[src/rtl/decim_pkg.sv]
package decim_pkg;
    localparam int DEF_PW    = 8;
    localparam int DEF_OROWS = 8;
    localparam int DEF_OCOLS = 8;
endpackage

[src/rtl/decim_kernel.sv]
module decim_kernel #(
    parameter int PW = decim_pkg::DEF_PW
) (
    input  logic [PW-1:0] tl,
    input  logic [PW-1:0] bl,
    input  logic [PW-1:0] tr,
    input  logic [PW-1:0] br,
    output logic [PW-1:0] y
);
    logic [PW-1:0] max_l, max_r;

    always_comb begin
        max_l = (tl > bl) ? tl : bl;
        max_r = (tr > br) ? tr : br;
        y     = (max_l < max_r) ? max_l : max_r;
    end

    // result is one of the four source pixels and never above all of them
    always_comb begin
        a_r1_pick_source: assert ((y == tl) || (y == bl) || (y == tr) || (y == br));
        a_r7_not_above_all: assert ((y <= tl) || (y <= bl) || (y <= tr) || (y <= br));
    end
endmodule

[src/rtl/decim_colstore.sv]
module decim_colstore #(
    parameter int PW    = decim_pkg::DEF_PW,
    parameter int OROWS = decim_pkg::DEF_OROWS,
    parameter int OCOLS = decim_pkg::DEF_OCOLS
) (
    input  logic                          clk,
    input  logic                          rst,
    input  logic                          wr_en,
    input  logic [$clog2(OCOLS)-1:0]      wr_sel,
    input  logic [OROWS*PW-1:0]           wr_col,
    output logic [OCOLS*OROWS*PW-1:0]     store
);
    localparam int CW = OROWS*PW;

    logic [CW-1:0] mem_d [OCOLS];
    logic [CW-1:0] mem_q [OCOLS];

    always_comb begin
        for (int c = 0; c < OCOLS; c++) mem_d[c] = mem_q[c];
        if (wr_en) mem_d[wr_sel] = wr_col;
    end

    always_ff @(posedge clk) begin
        if (rst) begin
            for (int c = 0; c < OCOLS; c++) mem_q[c] <= '0;
        end else begin
            for (int c = 0; c < OCOLS; c++) mem_q[c] <= mem_d[c];
        end
    end

    for (genvar c = 0; c < OCOLS; c++) begin : g_flat
        assign store[c*CW +: CW] = mem_q[c];
    end

    // idle cycles leave the register file untouched
    a_r6_idle_hold: assert property (@(posedge clk) disable iff (rst)
        !wr_en |=> $stable(store));
endmodule

[src/rtl/quad_minmax_decim.sv]
module quad_minmax_decim #(
    parameter int PW    = decim_pkg::DEF_PW,
    parameter int OROWS = decim_pkg::DEF_OROWS,
    parameter int OCOLS = decim_pkg::DEF_OCOLS
) (
    input  logic                          clk,
    input  logic                          rst,
    input  logic                          in_valid,
    input  logic [2*OROWS*PW-1:0]         in_left,
    input  logic [2*OROWS*PW-1:0]         in_right,
    output logic                          out_valid,
    output logic [OROWS*PW-1:0]           out_col,
    output logic [$clog2(OCOLS)-1:0]      out_col_idx,
    output logic                          out_last,
    output logic [OCOLS*OROWS*PW-1:0]     blk_store
);
    localparam int IDXW = $clog2(OCOLS);
    localparam int CW   = OROWS*PW;
    localparam logic [IDXW-1:0] LAST_IDX = IDXW'(OCOLS-1);

    typedef struct packed {
        logic            vld;
        logic            last;
        logic [IDXW-1:0] idx;
        logic [IDXW-1:0] cnt;
        logic [CW-1:0]   col;
    } st_t;

    st_t st_d, st_q;
    logic [CW-1:0] dec_col;

    for (genvar k = 0; k < OROWS; k++) begin : g_kern
        decim_kernel #(.PW(PW)) u_kern (
            .tl (in_left [(2*k)*PW   +: PW]),
            .bl (in_left [(2*k+1)*PW +: PW]),
            .tr (in_right[(2*k)*PW   +: PW]),
            .br (in_right[(2*k+1)*PW +: PW]),
            .y  (dec_col[k*PW +: PW])
        );
    end

    always_comb begin
        st_d      = st_q;
        st_d.vld  = in_valid;
        st_d.last = 1'b0;
        if (in_valid) begin
            st_d.col  = dec_col;
            st_d.idx  = st_q.cnt;
            st_d.last = (st_q.cnt == LAST_IDX);
            st_d.cnt  = (st_q.cnt == LAST_IDX) ? '0 : st_q.cnt + IDXW'(1);
        end
    end

    always_ff @(posedge clk) begin
        if (rst) st_q <= '0;
        else     st_q <= st_d;
    end

    decim_colstore #(.PW(PW), .OROWS(OROWS), .OCOLS(OCOLS)) u_store (
        .clk    (clk),
        .rst    (rst),
        .wr_en  (in_valid),
        .wr_sel (st_q.cnt),
        .wr_col (dec_col),
        .store  (blk_store)
    );

    assign out_valid   = st_q.vld;
    assign out_col     = st_q.col;
    assign out_col_idx = st_q.idx;
    assign out_last    = st_q.last;

    // one cycle of latency from strobe to valid
    a_r2_valid_follows: assert property (@(posedge clk) disable iff (rst)
        in_valid |=> out_valid);
    a_r2_no_spurious: assert property (@(posedge clk) disable iff (rst)
        !in_valid |=> !out_valid);
    // end flag only with the last column
    a_r5_last_col: assert property (@(posedge clk) disable iff (rst)
        out_last |-> (out_valid && out_col_idx == LAST_IDX));
    a_r5_wrap: assert property (@(posedge clk) disable iff (rst)
        (out_last && in_valid) |=> (out_col_idx == '0));
    // columns advance in order
    a_r4_advance: assert property (@(posedge clk) disable iff (rst)
        (out_valid && !out_last && in_valid) |=> (out_col_idx == $past(out_col_idx) + IDXW'(1)));
endmodule

[config.mk]
export PLATFORM = sky130hd
export DESIGN_NAME = quad_minmax_decim
export DESIGN_NICKNAME = d
export VERILOG_FILES = /design/src/rtl/decim_pkg.sv /design/src/rtl/decim_kernel.sv /design/src/rtl/decim_colstore.sv /design/src/rtl/quad_minmax_decim.sv
export SDC_FILE = /design/constraint.sdc
export NUM_CORES = 1
export LEC_CHECK = 0
export BUFFER_PORTS_ARGS = -buffer_cell sky130_fd_sc_hd__buf_2
export CORE_AREA = 2 2 324 326
export DETAILED_ROUTE_END_ITERATION = 16
export DIE_AREA = 0 0 326 328
export PLACE_DENSITY = 0.47
export SYNTH_ARGS = -nofsm -noshare
export SYNTH_HDL_FRONTEND = slang
export SYNTH_SLANG_ARGS = --single-unit
[constraint.sdc]
create_clock -name clk -period 4.5 [get_ports clk]
set_input_delay 0.9 -clock clk [delete_from_list [all_inputs] [get_ports clk]]
set_output_delay 0.9 -clock clk [all_outputs]
set_load 0.005 [all_outputs]
* Word-level counts from Yosys, hierarchy flattened
Memories as Yosys holds them, arrays and structs flattened. Index checks and enable logic that the tools add are counted.
Storage, ports and cells: bits of input ports 259, output and inout bits 581, logic and storage cells 86, bits in registers 72, bits in writable memories 512, memories 1
Memories:
- u_store.mem_q | depth 8, bits a word 64, read ports 8, clocked after memory_dff 0, wr ports 8, RTL line decim_colstore.sv:16 | logic [CW-1:0] mem_q [OCOLS];
Operators by class: multiplexer cells 40, add/subtract/negate cells 1, bitwise logic cells 10, reduce and logical (&&, ||, !) cells 2, equality and inequality tests 1, magnitude comparators 26
Operators by type and width (count):
- $mux W64 | 9
- $bwmux W512 | 1
- $mux W512 | 1
- $demux W64 S3 | 1
- $mux W8 | 24
- $gt A8 B8 Y1 | 16
- $lt A8 B8 Y1 | 8
- $or A1 B1 Y1 | 8
- $ge A4 B4 Y1 const B | 1
- $lt A4 B1 Y1 const B | 1
- $not A3 Y4 | 1
- $add A3 B1 Y3 const B | 1
- $eq A3 B3 Y1 const B | 1
- $mux W1 | 3
- $mux W3 | 1
- $reduce_or A2 Y1 | 1
- $logic_and A1 B1 Y1 | 1
- $not A1 Y1 | 1

* Depth between registers and ports, before layout
Gate-level depths: netlist (run 1).
word-level depth 8, mapped depth 18, depth with buffers taken out 16

* Cells and area by module
A second synthesis (run 1) with hierarchy kept.
Second synthesis, totals: cell total of the unflattened synthesis 2931, area total of the unflattened synthesis 29990.0 um^2
Modules (own cells, without submodules):
- decim_colstore | times used 1, cells each 1799, area an instance 19914.1 um^2, sequential area each 10249.8 um^2
- decim_kernel | times used 8, cells each 104, area an instance 879.6 um^2, sequential area each 0.0 um^2
- quad_minmax_decim | times used 1, cells each 300, area an instance 3039.2 um^2, sequential area each 1441.4 um^2

* Worst setup path before layout (run 1)
OpenSTA, ideal clock, no wires.
kind input port to flip-flop, start input in_right[57], end register st_q (netlist bit out_col[26]), data required time 4.362 ns, setup time 0.138 ns, data arrival time 4.626 ns, cell stages on the path 17, slack -0.264 ns, path buffers 1, path through inv_1 -> ha_1 -> nor2b_1 -> o211a_1 -> o21ba_2 -> o21ai_1 -> mux2_2 -> inv_1 -> ha_1 -> a21o_1 -> a21o_1 -> a221oi_4 -> a21boi_2 -> buf_2 -> nand3_1 -> o21ai_2 -> o32ai_1
Between the ends: word-level cells in the longest chain between the ends 4
RTL lines:
- from (decl) | RTL line quad_minmax_decim.sv:10 | input logic [2*OROWS*PW-1:0] in_right,
- $gt A8 B8 Y1 | RTL line decim_kernel.sv:14 | max_r = (tr > br) ? tr : br;
- $mux W8 * | RTL line decim_kernel.sv:14
- $lt A8 B8 Y1 | RTL line decim_kernel.sv:15 | y = (max_l < max_r) ? max_l : max_r;
- $mux W8 * | RTL line decim_kernel.sv:15
- to (signal assigned) | RTL line quad_minmax_decim.sv:56 | else st_q <= st_d;
- to (decl) | RTL line quad_minmax_decim.sv:29 | st_t st_d, st_q;
Every way passes the cells marked *; elsewhere a longest branch is shown, timed or not. A chain may end at the register's enable or synchronous reset.

* Final worst setup path (run 1)
start input in_left[5], end register st_q (netlist bit out_col[5])
Between the ends: word-level cells in the longest chain between the ends 4
RTL lines:
- from (decl) | RTL line quad_minmax_decim.sv:9 | input logic [2*OROWS*PW-1:0] in_left,
- $gt A8 B8 Y1 | RTL line decim_kernel.sv:13 | max_l = (tl > bl) ? tl : bl;
- $mux W8 * | RTL line decim_kernel.sv:13
- $lt A8 B8 Y1 | RTL line decim_kernel.sv:15
- $mux W8 * | RTL line decim_kernel.sv:15
Marked as above.

==> metrics.md, run 1 <==
| Metric | Value |
|---|---|
| Status | `complete, no violations` |
| TritonCTS clock tree | `done` |
| Share of the synthesized area in the top cell type | `41.3%` |
| Vias in the first global route | `28,000` |
| Mapped Cells | `3,149` |
| Pre-CTS WS | `-0.172 ns` |
| Routed vias/inst | `5.11` |
| Num Clock Sinks | `584` |
| DRT Pass-1 Iters | `5` |
| Commonest cells after routing, fill and taps aside | `buf_2 (837), dfxtp_1 (584), nand2_1 (564), o31ai_1 (448), buf_4 (339)` |
| Synth unique cells | `58` |
| Clk Latency, worst-skew pair | `0.63 ns` |
| First-pass GRT wire length | `196,000 um` |
| Post-CTS sizing | `0` |
| Critical path class | `input port to flip-flop` |
| Placed Instances | `5,479` |
| Initial antenna violation count | `5` |
| CTS HTree Levels | `3` |
| Die H | `328 um` |
| Clock-pin slew on the worst setup and hold paths | `0.06 ns` |
| Hold WS | `0.442 ns` |
| Final WS setup | `0.485 ns` |
| Share of cells above drive strength 1 | `35.8%` |
| Vias | `28,700` |
| Total track usage | `24.6%` |
| DR iter-0 viols | `1,816` |
| Setup TNS | `0 ns` |
| Nets | `4,616` |
| Postcts setup bufs | `0` |
| Multi-input logic area | `15,000 um2` |
| CP Capture Type | `flip-flop` |
| Grt total ovfl | `0` |
| Top FF cell, synth | `dfxtp_1` |
| Fin. Hold Viols | `0` |
| Top-Level Pins | `840` |
| EDFF count, synth | `0` |
| Avg WL per Cell | `24.6 um` |
| Maximum VDD drop | `0.259 mV` |
| Slew HR | `13.8%` |
| Final setup violating endpoints | `0` |
| Die area | `107,000 um2` |
| Antenna-violating nets left | `0` |
| Rows | `118` |
| Most common cell after layout, fill and taps aside | `buf_2` |
| RSZ-0062 raised after global routing | `false` |
| Hold Crit Class | `flip-flop to flip-flop` |
| CTS root buf | `clkbuf_16` |
| Post-synthesis register bit count | `584` |
| Synthesized area | `28,300 um2` |
| FILL cells | `10,800` |
| Max Cap Viol | `0` |
| Total nets after synthesis | `3,594` |
| Layout Cells excl Fill | `5,607` |
| Number of port buffers | `839` |
| Critical Path RT | `5.00 ns` |
| FMAX | `0.249 GHz` |
| Setup Skew | `0.0243 ns` |
| Hold_buf cts | `0` |
| Final wirelength | `138,000 um` |
| Die W | `326 um` |
| Yosys top cell by area | `dfxtp_1` |
| Largest cells by area after synthesis | `dfxtp_1 (41%), o31ai_1 (12%), ha_1 (8.2%)` |
| Core area | `103,000 um2` |
| Post-route clock period utilization | `89.2%` |
| Largest net degree at the start of global routing | `54` |
| DRC violations left | `0` |
| Initial core utilization | `27.4%` |
| Clk buf depth | `3` |
| CTS Buf Count | `70` |
| Power per Cell Area | `416 nW/um2` |
| Placer congestion estimate | `0.897` |
| Lkg Pwr | `0.0181 uW` |
| Worst Path Arrival | `4.52 ns` |
| Area delta synth->final | `37.3%` |
| YS warnings | `0` |
| Final min period | `4.02 ns` |
| Average size of a mapped cell | `8.98 um2` |
| Seq/Total Area, Yosys | `41.3%` |
| Crit Path Max Fanout | `9` |
| Final Slew Violations | `0` |
| Final cell utilization of the core | `37.6%` |
| FF/Latch Area | `11,700 um2` |
| Startpoint types | `input port` |
| Hpwl dp | `99,900 um` |
| Worst Tran Pin Value | `1.29 ns` |
| Fraction of registers with async set or reset after synthesis | `0%` |
worst max-delay path, stage by stage:
cell and delay (ns):
buf_2 0.11, ha_1 0.31, a211o_1 0.26, o211ai_1 0.11
nand2b_1 0.13, o21ai_2 0.24, mux2_2 0.39, ha_1 0.31
a21o_1 0.16, a21o_1 0.17, a21oi_1 0.21, nand2b_1 0.10
a2111o_1 0.32, buf_4 0.19, and3_1 0.31, o32ai_1 0.30
per-stage QoR:
| step | cell area, um2 | power, uW |
|---|---|---|
| 5_1_grt | 38800 | 16800 |
| 3_5_place_dp | 36400 | 10300 |
| 2_1_floorplan | 28400 | 7930 |
| 6_report | 38800 | 16100 |
| 4_1_cts | 38800 | 16300 |
| 3_3_place_gp | 36400 | 10300 |
path summary, 6_finish.rpt:
path	start	to	slack, ns	cells past startpoint
worst min register to register	u_store.mem_q[1][152]	u_store.mem_q[1][152]	0.44	2
worst max-delay path	in_left[5]	out_col[5]	0.48	16
worst max register to register	st_q[65]	u_store.mem_q[1][67]	1.29	5
worst min-delay path	u_store.mem_q[1][152]	u_store.mem_q[1][152]	0.44	2
final cells by class:
| class | instances | share of cell area, % |
|---|---|---|
| diodes | 3 | 0.0193 |
| inverters | 166 | 1.61 |
| flip-flops and latches | 584 | 30.1 |
| clock buffers | 102 | 5.32 |
| multi-input cells | 2140 | 38.6 |
| repair buffers | 1209 | 19.0 |
| clock inverters | 23 | 0.790 |
| well taps | 1380 | 4.45 |
state kept, by name, indices dropped and copies added (netlist names):
register and count:
u_store.mem_q 512, out_col 64, out_col_idx 3, st_q 3, out_last 1, out_valid 1
kinds of logic (layout without fill, tap and decap cells):
kind of cell    count (synthesis)  in the layout  share of synthesized area [%]
other cells                     0              3                              0
compound gates                984            984                           26.4
fa+ha+maj                     186            186                           8.23
buf+inv                       425           1500                           6.65
mux                            88             88                           3.36
flops                         584            584                           41.3
simple gates                  882            882                           14.0
synth_stat cells, types with 29 or more instances:
master and number:
o211ai_1 63, o31ai_1 448, mux2_2 56, clkbuf_1 164, a21oi_1 50, nand3_1 66, dfxtp_1 584, nand4_1 38
o21ai_1 35, o21ai_0 64, inv_1 166, mux2i_1 32, buf_4 67, nand2_1 570, o22ai_1 29, o32ai_1 56
a211oi_2 29, nor2b_1 32, ha_1 186, nand2b_1 81, and3_1 29
power by group:
group          switching (uW)  leakage (uW)  internal [uW]
combinational            2750        0.0122           1850
clock                    2400       0.00116           3550
sequential                167       0.00473           5430
per-layer routing:
layer / vias up / global-route usage (%) / part of all wire [%]
met5: - / 0 / 0
met4: 0 / 8.53 / 3.2
met3: 191 / 5.62 / 6.8
met2: 1006 / 42.4 / 48
met1: 13900 / 30.1 / 42
li1: 13600 / - / -
Note: power is estimated with default switching activity, not from simulation.
==> run 2, diff against run 1 <==
--- a/config.mk
+++ b/config.mk
@@ -9,7 +9,7 @@
 export CORE_AREA = 2 2 324 326
 export DETAILED_ROUTE_END_ITERATION = 16
 export DIE_AREA = 0 0 326 328
-export PLACE_DENSITY = 0.47
+export PLACE_DENSITY = 0.56
 export SYNTH_ARGS = -nofsm -noshare
 export SYNTH_HDL_FRONTEND = slang
 export SYNTH_SLANG_ARGS = --single-unit
==> metrics.md, run 2 (synthesis results as in run 1) <==
| Metric | Value |
|---|---|
| GRT busiest layer | `met2` |
| Die area | `107,000 um2 (unchanged)` |
| Initial core utilization | `27.4% (unchanged)` |
| Met2 Track Usage GR | `40.6% (-1.9 points)` |
| Hold Crit Class | `flip-flop to flip-flop` |
| Top-Level Pins | `840 (unchanged)` |
| Routed vias/inst | `5.16 (+0.98%)` |
| Sequential power share | `34.9% (+0.2 points)` |
| Crit. Startpoint | `in_left[5]` |
| Hold_buf cts | `0 (unchanged)` |
| Final setup violating endpoints | `0 (unchanged)` |
| Postcts setup bufs | `0 (unchanged)` |
| Clk buf depth | `3 (unchanged)` |
| Final min period | `4.03 ns (+0.0166 ns)` |
| Worst Hold Launch | `u_store.mem_q[0][236]` |
| Post-CTS sizing | `0 (unchanged)` |
| Post-route clock period utilization | `89.6% (+0.37 points)` |
| Fin. Hold Viols | `0 (unchanged)` |
| Die W | `326 um (unchanged)` |
| Rows | `118 (unchanged)` |
| Max Cap Viol | `0 (unchanged)` |
| Number of port buffers | `839 (unchanged)` |
| Pre-CTS WS | `-0.128 ns (+0.0435 ns)` |
| Critical path class | `input port to flip-flop` |
| Crit-path leading delay family | `compound AO/OA/AOI/OAI gates` |
| RSZ-0062 raised after global routing | `false` |
| Combinational power share | `28.1% (-0.4 points)` |
| Hpwl dp | `95,300 um (-4.6%)` |
| FILL cells | `10,600 (-1.4%)` |
| Area delta synth->final | `36.2%` |
| Num Clock Sinks | `584 (unchanged)` |
| Worst Tran Pin Value | `1.05 ns (-0.245 ns)` |
| Clk Latency, worst-skew pair | `0.65 ns (+0.02 ns)` |
| CTS Buf Count | `70 (unchanged)` |
| Routing usage on met3 | `5.06% (-0.56 points)` |
| Startpoint types | `input port` |
| Tot Pwr | `16,000 uW (-0.80%)` |
| Global routing usage on met1 | `29.0% (-1.1 points)` |
| Register with the most flip-flops | `u_store.mem_q` |
| Internal power | `10,700 uW (-1.6%)` |
| Most common cell after layout, fill and taps aside | `buf_2` |
| DR iter-0 viols | `2,041 (+12%)` |
| Slew HR | `30.0% (+16 points)` |
| Lkg Pwr | `0.0179 uW (-1.2%)` |
| CTS HTree Levels | `3 (unchanged)` |
| Clock share of power | `37.0% (about the same)` |
| First-pass GRT wire length | `190,000 um (-2.7%)` |
| CP bufs+invs | `3 (+1)` |
| Power per Cell Area | `416 nW/um2 (about the same)` |
| Grt total ovfl | `0 (unchanged)` |
| TritonCTS clock tree | `done` |
| Worst Path Arrival | `4.55 ns (+0.03 ns)` |
| Final wirelength | `132,000 um (-4.1%)` |
| Final Slew Violations | `0 (unchanged)` |
| Nets | `4,567 (-1.1%)` |
| Critical Path RT | `5.02 ns (+0.02 ns)` |
| DRC violations left | `0 (unchanged)` |
| Switching Share | `33.5% (+0.54 points)` |
| Vias in the first global route | `27,900 (-0.34%)` |
| Final WS setup | `0.468 ns (-0.0166 ns)` |
| Largest net degree at the start of global routing | `65 (+20%)` |
| Placer congestion estimate | `0.905 (+0.87%)` |
| DRT Pass-1 Iters | `5 (unchanged)` |
| Avg WL per Cell | `23.7 um (-3.4%)` |
| Total track usage | `23.7% (-0.98 points)` |
| Die H | `328 um (unchanged)` |
| Commonest cells after routing, fill and taps aside | `buf_2 (837), dfxtp_1 (584), nand2_1 (564), o31ai_1 (448), buf_4 (289)` |
| Placed Instances | `5,430 (-0.89%)` |
| Clock-pin slew on the worst setup and hold paths | `0.06 ns (about the same)` |
| CP Capture Type | `flip-flop` |
| Vias | `28,700 (+0.24%)` |
| Core area | `103,000 um2 (unchanged)` |
| Initial antenna violation count | `14 (+9)` |
| FMAX | `0.248 GHz (-0.41%)` |
| Maximum VDD drop | `0.270 mV (+4.2%)` |
| Placed cell areas | `36,100 um2 (-1.0%)` |
| Status | `complete, no violations` |
| Share of cells above drive strength 1 | `35.2% (-0.67 points)` |
| CTS root buf | `clkbuf_16` |
| Critical R2R Launch | `st_q[66]` |
| Critical Path Max Stage Delay | `0.37 ns (-0.02 ns)` |
| Max reg flops | `512 (unchanged)` |
| Multi-input logic area | `15,000 um2 (about the same)` |
| Slowest CP cell | `mux2_2` |
| Net switching power | `5360 uW (+0.83%)` |
| Crit Path Max Fanout | `9 (unchanged)` |
| Cell Chain, Critical Path | `buf_2 > ha_1 > a211o_1 > o211ai_1 > nand2b_1 > o21ai_2 > buf_4 > mux2_2 > ha_1 > a211o_1 > nand2b_1 > a2111o_1 > buf_4 > and3_1 > o32ai_1` |
| Layout Cells excl Fill | `5,566 (-0.73%)` |
| Design area | `38,500 um2 (-0.81%)` |
| Setup Skew | `0.0356 ns (+0.0113 ns)` |
| Antenna-violating nets left | `0 (unchanged)` |
| FF/Latch Area | `11,700 um2 (unchanged)` |
[run 2: cell types whose count changed in the layout (fill, tap and decap cells not counted), moves of 3 or more]
cell,before,now
diode_2,3,7
clkbuf_16,74,70
clkinv_16,0,3
clkbuf_1,17,14
clkinv_2,7,13
buf_4,339,289
[run 2: stage by stage]
stage                     hold WS (ns)  setup TNS (ns)  util (%)
final                            0.444               0      37.3
after global routing             0.461               0      37.3
after CTS                        0.447               0      37.3
after detailed placement         0.434           -9.50      35.0
after global placement           0.427           -3.01      35.0
after floorplan                  0.446               0         -
[run 2: area by class of cell]
cell class / count / share of cell area, %
timing repair buffer: 1160 / 18.3
clock inverter: 34 / 1.19
tap: 1380 / 4.48
inverter: 166 / 1.62
sequential: 584 / 30.4
antenna: 7 / 0.0455
multi-input combinational: 2140 / 38.9
clock buffer: 95 / 5.08
[run 2: worst paths after layout]
kind                           endpoint  slack [ns]  cells after the start
setup / recovery             out_col[7]        0.47                     15
hold / removal    u_store.mem_q[0][236]        0.44                      2
setup reg to reg   u_store.mem_q[1][55]        1.36                      5
hold reg to reg   u_store.mem_q[0][236]        0.44                      2
[run 2: power by group through the flow]
stage | combinational [uW] | sequential [uW] | clock (uW)
after floorplan | 2260 | 5670 | 0
after global placement | 4430 | 5690 | 0
after detailed placement | 4460 | 5690 | 0
after CTS | 4480 | 5580 | 6040
after global routing | 4830 | 5610 | 6250
final | 4500 | 5590 | 5930
[run 2: metal layers]
metal,part of all wire [%],wire length (um),vias to the layer above
met2,48,63200,1112
met1,42,55000,14000
li1,-,-,13500
met3,6.9,9070,221
met5,0.020,27,-
met4,3.5,4670,4
[run 2: worst reg2reg max path: cells and delay by family (launching register included)]
kind / cells / cell delay (ns)
AOI/OAI and AO/OA: 1 / 0.24
buffers and inverters: 1 / 0.55
DFF: 1 / 0.65
and+or+nand+nor: 3 / 1.61
==> run 3, diff against run 2 <==
--- a/config.mk
+++ b/config.mk
@@ -5,11 +5,12 @@
 export SDC_FILE = /design/constraint.sdc
 export NUM_CORES = 1
 export LEC_CHECK = 0
-export BUFFER_PORTS_ARGS = -buffer_cell sky130_fd_sc_hd__buf_2
-export CORE_AREA = 2 2 324 326
+export ABC_AREA = 1
+export CORE_AREA = 2 2 326 328
 export DETAILED_ROUTE_END_ITERATION = 16
-export DIE_AREA = 0 0 326 328
-export PLACE_DENSITY = 0.56
+export DIE_AREA = 0 0 328 330
+export DONT_BUFFER_PORTS = 1
+export PLACE_DENSITY = 0.53
 export SYNTH_ARGS = -nofsm -noshare
 export SYNTH_HDL_FRONTEND = slang
 export SYNTH_SLANG_ARGS = --single-unit
==> metrics.md, run 3 <==
| Metric | Value |
|---|---|
| Worst Path Arrival | `4.03 ns (-0.52 ns)` |
| Most instantiated cells after synthesis | `nor2_1 (1,278), inv_1 (885), nand2_1 (884)` |
| Largest cells by area after synthesis | `dfxtp_1 (36%), nor2_1 (15%), inv_1 (10%)` |
| Clock-pin slew on the worst setup and hold paths | `0.06 ns (about the same)` |
| EDFF count, synth | `0 (unchanged)` |
| CTS HTree Levels | `3 (unchanged)` |
| Power per Cell Area | `413 nW/um2 (-0.64%)` |
| Largest net degree at the start of global routing | `585 (+800%)` |
| Worst r2r dst | `u_store.mem_q[0][122]` |
| Die area | `108,000 um2 (+1.2%)` |
| Vias in the first global route | `27,200 (-2.4%)` |
| Max Cap Viol | `0 (unchanged)` |
| Tot Pwr | `14,700 uW (-8.1%)` |
| R2R depth | `6 (+1)` |
| DR iter-0 viols | `1,966 (-3.7%)` |
| Setup TNS | `0 ns (unchanged)` |
| Postcts setup bufs | `0 (unchanged)` |
| TritonCTS clock tree | `done` |
| Hold_buf cts | `0 (unchanged)` |
| Area delta synth->final | `10.2%` |
| Startpoint types | `input port` |
| DRT Pass-1 Iters | `7 (+2)` |
| Final setup violating endpoints | `0 (unchanged)` |
| Placed cell areas | `33,200 um2 (-7.8%)` |
| Post-route clock period utilization | `78.1% (-12 points)` |
| First-pass GRT wire length | `172,000 um (-9.8%)` |
| Placer congestion estimate | `0.880 (-2.7%)` |
| Die H | `330 um (+0.61%)` |
| Clk buf depth | `3 (unchanged)` |
| Synthesized area | `32,300 um2 (+14%)` |
| Register with the most flip-flops | `u_store.mem_q` |
| Most frequent cell after synthesis | `nor2_1` |
| Initial antenna violation count | `0 (-14)` |
| Hold Crit Class | `input port to flip-flop` |
| Average size of a mapped cell | `6.37 um2 (-29%)` |
| Layout Cells excl Fill | `6,345 (+14%)` |
| Mapped Cells | `5,067 (+61%)` |
| Final min period | `3.51 ns (-0.518 ns)` |
| Final wirelength | `116,000 um (-12%)` |
| Crit Path Max Fanout | `15 (+6)` |
| Grt total ovfl | `0 (unchanged)` |
| Maximum VDD drop | `0.309 mV (+15%)` |
| Share of the synthesized area in the top cell type | `36.2% (-5.1 points)` |
| Synth unique cells | `21 (-64%)` |
| Post-synthesis register bit count | `584 (unchanged)` |
| Vias | `29,600 (+2.8%)` |
| Yosys top cell by area | `dfxtp_1` |
| RSZ-0062 raised after global routing | `false` |
| Max reg flops | `512 (unchanged)` |
| Total nets after synthesis | `5,512 (+53%)` |
| Antenna-violating nets left | `0 (unchanged)` |
| Fraction of registers with async set or reset after synthesis | `0% (unchanged)` |
| Failing checks | `max-slew violations` |
| Final cell utilization of the core | `34.0% (-3.3 points)` |
| Final Slew Violations | `337 (+337)` |
| Setup Skew | `0.0196 ns (-0.0159 ns)` |
| Most common cell after layout, fill and taps aside | `nor2_1` |
| Seq/Total Area, Yosys | `36.2% (-5.1 points)` |
| Core area | `105,000 um2 (+1.4%)` |
| Nets | `5,347 (+17%)` |
| Placed Instances | `6,219 (+15%)` |
| Slew HR | `-111% (-140 points)` |
| WHS Endpoint | `out_col_idx[1]` |
| Post-CTS sizing | `0 (unchanged)` |
| Share of cells above drive strength 1 | `6.78% (-28 points)` |
| Total track usage | `20.6% (-3.1 points)` |
| Die W | `328 um (+0.61%)` |
| Critical R2R Launch | `st_q[64]` |
| Status | `finished with violations` |
| Lkg Pwr | `0.0194 uW (+8.6%)` |
| Worst Hold Launch | `in_valid` |
| Clk Latency, worst-skew pair | `0.63 ns (-0.02 ns)` |
| CP Capture Type | `flip-flop` |
| Avg WL per Cell | `18.3 um (-23%)` |
| Routed vias/inst | `4.66 (-9.8%)` |
| Critical path class | `input port to flip-flop` |
| Num Clock Sinks | `584 (unchanged)` |
| Design area | `35,600 um2 (-7.5%)` |
| Worst hold path depth | `1 (-1)` |
| FMAX | `0.285 GHz (+15%)` |
| Worst Tran Pin Value | `3.17 ns (+2.12 ns)` |
| Fin. Hold Viols | `0 (unchanged)` |
| Rows | `119 (+0.85%)` |
| R2R setup slack | `2.25 ns (+0.89 ns)` |
| Top FF cell, synth | `dfxtp_1` |
| CTS Buf Count | `72 (+2.9%)` |
| CTS root buf | `clkbuf_16` |
| Critical Path RT | `5.02 ns (about the same)` |
| Number of port buffers | `0 (-100%)` |
| YS warnings | `0 (unchanged)` |
| Top-Level Pins | `840 (unchanged)` |
| DRC violations left | `0 (unchanged)` |
| Commonest cells after routing, fill and taps aside | `nor2_1 (1,270), inv_1 (885), nand2_1 (884), nand3_1 (593), dfxtp_1 (584)` |
| Initial core utilization | `30.9% (+3.5 points)` |
| FILL cells | `11,500 (+8.1%)` |
| Hpwl dp | `83,800 um (-12%)` |
## run 3: cell types whose count changed in the layout (fill, tap and decap cells not counted), sizes merged, moves of 37 or more
| cell | delta |
|---|---|
| o32ai | -56 |
| nor2 | +1251 |
| mux2 | -56 |
| nand3 | +591 |
| nand2 | +416 |
| o21ai | -68 |
| nand2b | -81 |
| a211oi | -37 |
| o211ai | -65 |
| inv | +719 |
| o31ai | -448 |
| buf | -1116 |
## run 3: kinds of logic after synthesis
kind of cell	synth area share (%)
buffers and inverters	14.5
and+or+nand+nor	38.9
adders and majority gates	7.21
DFF	36.2
AOI/OAI and AO/OA	3.14
## run 3: worst max-delay path by stage
stage | start | end | slack (ns) | cells after the start
global route | in_right[79] | u_store.mem_q[1][96] | 0.80 | 18
detailed placement | in_left[29] | u_store.mem_q[1][10] | 0.41 | 19
floorplan | in_right[63] | u_store.mem_q[1][153] | 0.96 | 20
CTS | in_left[29] | u_store.mem_q[1][10] | 1.11 | 19
finish | in_left[29] | u_store.mem_q[0][204] | 0.99 | 19
global placement | in_left[29] | u_store.mem_q[1][10] | 0.49 | 19
## run 3: worst max-delay path, stage by stage
cell,delay [ns]
inv_1,0.03
ha_1,0.28
a21oi_1,0.16
nor2_1,0.06
nor2_1,0.09
nand2_1,0.07
nand2_1,0.34
nor2_1,0.07
a21oi_1,0.26
ha_1,0.30
a21oi_1,0.18
nor2_1,0.07
a211oi_2,0.30
buf_4,0.27
nand2_8,0.10
nand2_2,0.21
nand3_1,0.17
nand2_1,0.11
inv_1,0.04
## run 3: per-stage QoR
step | setup WS, ns | hold slack [ns]
5_1_grt | 0.805 | 0.371
3_3_place_gp | 0.492 | 0.512
4_1_cts | 1.11 | 0.348
3_5_place_dp | 0.412 | 0.527
6_report | 0.987 | 0.416
2_1_floorplan | 0.959 | 0.441
## run 3: area by class of cell
class | count | area, um2 | share of cell area [%]
Antenna cell | 1 | 2.50 | 0.00703
Inverter | 885 | 3320 | 9.33
Clock buffer | 98 | 2030 | 5.71
Clock inverter | 27 | 319 | 0.896
Timing Repair Buffer | 44 | 480 | 1.35
Multi-Input combinational cell | 3315 | 16000 | 45.0
Sequential cell | 584 | 11700 | 32.8
Tap cell | 1391 | 1740 | 4.89
## run 3: routing by layer
layer  GRT usage, %  up-vias  routed length [um]
met5              0        -                   0
met4           6.81        0                3630
met3           7.43      182               11400
met2           35.1      981               55500
met1           23.7    13400               45800
li1               -    15000                   -
## run 3: power by group
group	switching, uW	internal [uW]	total [uW]
clock	2380	3510	5890
combinational	2250	876	3120
sequential	287	5410	5700
total	4910	9800	14700
